### config.mk
export PLATFORM = sky130hd
export DESIGN_NAME = quasi_port_ctrl
export DESIGN_NICKNAME = d
export VERILOG_FILES = /design/src/rtl/quasi_port_pkg.sv /design/src/rtl/quasi_port_sync.sv /design/src/rtl/quasi_port_latch.sv /design/src/rtl/quasi_port_pad_bit.sv /design/src/rtl/quasi_port_ctrl.sv
export SDC_FILE = /design/constraint.sdc
export NUM_CORES = 1
export LEC_CHECK = 0
export ABC_AREA = 1
export BUFFER_PORTS_ARGS = -buffer_cell sky130_fd_sc_hd__buf_2
export CORE_AREA = 2 2 67 69
export DETAILED_ROUTE_END_ITERATION = 8
export DIE_AREA = 0 0 69 71
export PLACE_DENSITY = 0.95
export SLEW_MARGIN = 15
export SYNTH_ARGS = -nofsm -noshare
export SYNTH_HDL_FRONTEND = slang
export SYNTH_SLANG_ARGS = --single-unit
### constraint.sdc
create_clock -name clk -period 2.6 [get_ports clk]
set_clock_uncertainty 0.15 [all_clocks]
set_input_delay 0.78 -clock clk [delete_from_list [all_inputs] [get_ports clk]]
set_output_delay 0.78 -clock clk [all_outputs]
set_load 0.02 [all_outputs]
### src/rtl/quasi_port_pkg.sv
package quasi_port_pkg;

    typedef enum logic {
        RD_LATCH = 1'b0,
        RD_PIN   = 1'b1
    } rd_src_e;

    localparam int unsigned PULSE_CYCLES_DEF = 2;

    function automatic int unsigned pulse_cnt_w(input int unsigned cycles);
        return (cycles < 2) ? 1 : $clog2(cycles + 1);
    endfunction

endpackage

### src/rtl/quasi_port_sync.sv
module quasi_port_sync #(
    parameter int unsigned WIDTH  = 8,
    parameter int unsigned STAGES = 2
) (
    input  logic             clk,
    input  logic             rst_n,
    input  logic [WIDTH-1:0] async_in,
    output logic [WIDTH-1:0] sync_out
);
    typedef struct packed {
        logic [STAGES-1:0][WIDTH-1:0] stage;
    } sync_state_t;

    sync_state_t st_d, st_q;

    always_comb begin
        st_d = st_q;
        st_d.stage[0] = async_in;
        for (int s = 1; s < STAGES; s++) begin
            st_d.stage[s] = st_q.stage[s-1];
        end
    end

    always_ff @(posedge clk or negedge rst_n) begin
        if (!rst_n) begin
            st_q <= '1;
        end else begin
            st_q <= st_d;
        end
    end

    assign sync_out = st_q.stage[STAGES-1];
endmodule

### src/rtl/quasi_port_latch.sv
module quasi_port_latch #(
    parameter int unsigned WIDTH = 8
) (
    input  logic             clk,
    input  logic             rst_n,
    input  logic             wr_en,
    input  logic [WIDTH-1:0] wr_data,
    output logic [WIDTH-1:0] latch
);
    typedef struct packed {
        logic [WIDTH-1:0] bits;
    } latch_state_t;

    latch_state_t lt_d, lt_q;

    always_comb begin
        lt_d = lt_q;
        if (wr_en) begin
            lt_d.bits = wr_data;
        end
    end

    always_ff @(posedge clk or negedge rst_n) begin
        if (!rst_n) begin
            lt_q <= '{bits: '1};
        end else begin
            lt_q <= lt_d;
        end
    end

    assign latch = lt_q.bits;
endmodule

### src/rtl/quasi_port_pad_bit.sv
module quasi_port_pad_bit #(
    parameter int unsigned PULSE_CYCLES = 2,
    localparam int unsigned CNT_W = quasi_port_pkg::pulse_cnt_w(PULSE_CYCLES)
) (
    input  logic clk,
    input  logic rst_n,
    input  logic level,
    output logic pd,
    output logic spu,
    output logic wpu
);
    typedef struct packed {
        logic             drive;
        logic [CNT_W-1:0] cnt;
    } pad_state_t;

    pad_state_t ps_d, ps_q;

    always_comb begin
        ps_d = ps_q;
        ps_d.drive = level;
        if (!level) begin
            ps_d.cnt = '0;
        end else if (!ps_q.drive) begin
            ps_d.cnt = CNT_W'(PULSE_CYCLES);
        end else if (ps_q.cnt != '0) begin
            ps_d.cnt = ps_q.cnt - 1'b1;
        end
    end

    always_ff @(posedge clk or negedge rst_n) begin
        if (!rst_n) begin
            ps_q <= '{drive: 1'b1, cnt: '0};
        end else begin
            ps_q <= ps_d;
        end
    end

    assign pd  = ~ps_q.drive;
    assign wpu = ps_q.drive;
    assign spu = (ps_q.cnt != '0);
endmodule

### src/rtl/quasi_port_ctrl.sv
module quasi_port_ctrl #(
    parameter int unsigned WIDTH        = 8,
    parameter int unsigned SYNC_STAGES  = 2,
    parameter int unsigned PULSE_CYCLES = quasi_port_pkg::PULSE_CYCLES_DEF,
    parameter logic [WIDTH-1:0] ALT_MASK = 8'hC3,
    parameter int unsigned PWM_BIT_A    = 3,
    parameter int unsigned PWM_BIT_B    = 4
) (
    input  logic             clk,
    input  logic             rst_n,
    input  logic             wr_en,
    input  logic [WIDTH-1:0] wr_data,
    input  logic             rd_sel,
    output logic [WIDTH-1:0] rd_data,
    input  logic [WIDTH-1:0] alt_out,
    input  logic             pwm_sel,
    input  logic [1:0]       pwm_out,
    input  logic [WIDTH-1:0] pin_in,
    output logic [WIDTH-1:0] pin_sync,
    output logic [WIDTH-1:0] pad_pd,
    output logic [WIDTH-1:0] pad_spu,
    output logic [WIDTH-1:0] pad_wpu
);
    import quasi_port_pkg::*;

    logic [WIDTH-1:0] latch;
    logic [WIDTH-1:0] level;

    quasi_port_latch #(.WIDTH(WIDTH)) u_latch (
        .clk     (clk),
        .rst_n   (rst_n),
        .wr_en   (wr_en),
        .wr_data (wr_data),
        .latch   (latch)
    );

    quasi_port_sync #(.WIDTH(WIDTH), .STAGES(SYNC_STAGES)) u_sync (
        .clk      (clk),
        .rst_n    (rst_n),
        .async_in (pin_in),
        .sync_out (pin_sync)
    );

    for (genvar i = 0; i < WIDTH; i++) begin : g_bit
        logic merged;
        if (ALT_MASK[i]) begin : g_alt
            assign merged = latch[i] & alt_out[i];
        end else begin : g_plain
            assign merged = latch[i];
        end

        if (i == PWM_BIT_A) begin : g_pwm_a
            assign level[i] = pwm_sel ? pwm_out[0] : merged;
        end else if (i == PWM_BIT_B) begin : g_pwm_b
            assign level[i] = pwm_sel ? pwm_out[1] : merged;
        end else begin : g_nopwm
            assign level[i] = merged;
        end

        quasi_port_pad_bit #(.PULSE_CYCLES(PULSE_CYCLES)) u_pad (
            .clk   (clk),
            .rst_n (rst_n),
            .level (level[i]),
            .pd    (pad_pd[i]),
            .spu   (pad_spu[i]),
            .wpu   (pad_wpu[i])
        );
    end

    assign rd_data = (rd_src_e'(rd_sel) == RD_PIN) ? pin_sync : latch;
endmodule

==> run_results.csv <==
group,metric,value,unit
status,status,"finished, final reports clean",
power,combPwrFrac,0.203,
logic_synthesis,ys_async_sr_fraction,1.00,
logic_synthesis,synth_ff_type,"dfstp_2",
detailed_routing,wl,3520,um
global_routing,grt_overflow,0,
finish,post-route-util,0.593,
logic_synthesis,synthXorXnorAreaFrac,0,
sta,final_hold_viol_count,0,
flow_run,maxCapViolations,0,
power,p_clk_frac,0.256,
floorplan,row_count,24,
logic_synthesis,synth_cell_type_count,13,
sta,whs,0.208,ns
worst_setup_path,crit_type,"primary input to primary output",
logic_synthesis,synth_top_family_by_area,"buffers and inverters",
finish,drive_gt1_frac,0.360,
placed_design,place_hpwl,2730,um
floorplan,dieWidth,69,um
power,power,1590,uW
sta,rsz0062_at_grt,"no",
sta,tns,0,ns
logic_synthesis,syn-instance-count,243,
worst_setup_path,cp_data_arrival_time,1.38,ns
cts,cts_buffers,5,
power,power_density,640,nW/um2
floorplan,fp.dieArea,4900,um2
power,p_switching,462,uW
logic_synthesis,synth_area,2200,um2
worst_setup_path,critPathLaunchType,"primary input",
cts,root_buffer,"clkbuf_8",
logic_synthesis,synth_edf_count,0,
sta,fmax,434,MHz
finish,antenna_cells,0,
placed_design,portBuffers,66,
detailed_routing,drtPass1Iterations,4,
detailed_routing,vias_per_cell,4.48,
logic_synthesis,synth-simple-area-share,0.144,
logic_synthesis,yosysMostFrequentCell,"nand2_1",
global_routing,grt_usage,0.153,
power,cellLeakagePower,0.00134,uW
cts,cts_hold_buf,0,
sta,slew_viol_final,0,
floorplan,io_pins,71,
sta,setup_viol,0,
logic_synthesis,syn_nets,282,
sta,finalCritPeriodShare,0.887,
sta,worstMarginPinSlew,0.503,ns
finish,area_delta_synth_final,13.4,%
sta,min_period,2.31,ns
cts,clock_path_buffers,2,
finish,num-nets-final,330,
logic_synthesis,syn_avg_cell_area,9.04,um2
floorplan,core,4200,um2
sta,slew_headroom,0.665,
detailed_routing,ant_nets,0,
logic_synthesis,yosys_warnings,0,
worst_setup_path,cp.required,1.67,ns
logic_synthesis,synth-compound-area-share,0.0615,
placed_design,place_inst,336,
detailed_routing,drc,0,
cts,clock-sinks,48,
detailed_routing,dr_total_vias,1541,
floorplan,fp.dieH,71,um
logic_synthesis,synth_top_area_frac,0.383,
global_routing,grt_pass1_wl,5930,um
detailed_routing,drtIter0Drc,47,
finish,fillers,377,
cts,htree_levels,2,
global_routing,grt_max_degree,26,
cts,cts_tree,"done",
cts,post_cts_buffers,0,
global_routing,antenna_found_initial,0,
logic_synthesis,yosys.area.top_type,"dfstp_2",
worst_hold_path,min_path_type,"register to register",
power,p_seq_frac,0.542,
logic_synthesis,synth.yosys.seq_area_share,0.565,
floorplan,initial_core_util,0.523,
power,p_int,1130,uW
logic_synthesis,muxShareOfSynthArea,0,
detailed_routing,wl_per_cell,10.2,um
logic_synthesis,synth_top_cells_by_area,"dfstp_2, dfrtp_1, nand2_1, inv_1, buf_4",
logic_synthesis,synthAdderAreaFrac,0.0456,
cts,path_clk_slew,0.07,ns
cts,clock_latency,0.29,ns
global_routing,first_global_vias,1412,
logic_synthesis,ys_seq_elements,48,
logic_synthesis,synth_common_cells,"nand2_1, inv_1, dfstp_2",
finish,fin_cells,344,
placed_design,routabilityCongestion,0.793,
power,p_sw_frac,0.290,
power,vdd_drop_max,0.408,mV
cts,cts_resized,0,
worst_setup_path,end_kind,"primary output",
worst_setup_path,cp_max_fo,16,
## critical path, stage by stage
cell and delay [ns]:
buf_2 0.24, nand2_1 0.07, o21ai_0 0.09, buf_2 0.19
## flip-flops by register name (all words and copies together) (netlist names)
register / flops
u_sync.st_d: 8
u_sync.sync_out: 8
u_latch.latch: 8
g_bit.u_pad.ps_q: 16
g_bit.u_pad.wpu: 8
## cell usage in the layout (no fill, tap or decap), drive strengths merged
cell type  count
buf           67
nand2         64
inv           54
dfstp         32
o21ai         21
dfrtp         16
nor2           8
ha             8
clkbuf         7
a21oi          6
nand3          5
nand4          2
nand3b         1
clkinv         1
## stage by stage
step | setup slack (ns) | instance area (um2)
after floorplan | 0.281 | 2200
after global placement | 0.322 | 2410
after detailed placement | 0.294 | 2410
after CTS | 0.287 | 2490
after global routing | 0.194 | 2490
final | 0.294 | 2490
## final timing paths
check                      cells after the start                    from                      to  slack [ns]
max                                            4                  rd_sel              rd_data[5]        0.29
min                                            0         u_sync.st_d[11]      u_sync.sync_out[3]        0.21
max reg2reg                                    7  g_bit[7].u_pad.ps_q[0]  g_bit[7].u_pad.ps_q[1]        1.38
min reg2reg                                    0         u_sync.st_d[11]      u_sync.sync_out[3]        0.21
max in group asynchronous                      2                   rst_n      g_bit[4].u_pad.wpu        1.42
min in group asynchronous                      1                   rst_n  g_bit[5].u_pad.ps_q[1]        0.30
## logic make-up (layout without fill, tap and decap cells)
kind of cell,Yosys count,after routing
adders and majority gates,8,8
DFF,48,48
and+or+nand+nor,80,80
buffers and inverters,80,129
AOI/OAI and AO/OA,27,27
## routing by layer
layer	global-route usage	part of all wire	up-vias
met1	0.179	0.44	704
met2	0.274	0.50	39
met5	0	0	-
li1	-	-	796
met4	0.0392	0.0040	0
met3	0.0513	0.051	2
## area by class of cell
cell class | instances | area (um2) | share of cell area
clock buffers | 7 | 76.3 | 0.0306
repair buffers | 67 | 350 | 0.141
inverters | 54 | 203 | 0.0814
multi-input cells | 115 | 551 | 0.221
flip-flops and latches | 48 | 1240 | 0.498
well taps | 52 | 65.1 | 0.0261
clock inverters | 1 | 5.00 | 0.00201
## power groups by stage
stage	sequential, uW	combinational, uW	clock [uW]
detailed placement	876	327	0
CTS	864	329	429
global route	872	369	450
finish	863	323	408
global placement	873	316	0
floorplan	877	259	0
(Power assumes the default switching activity.)
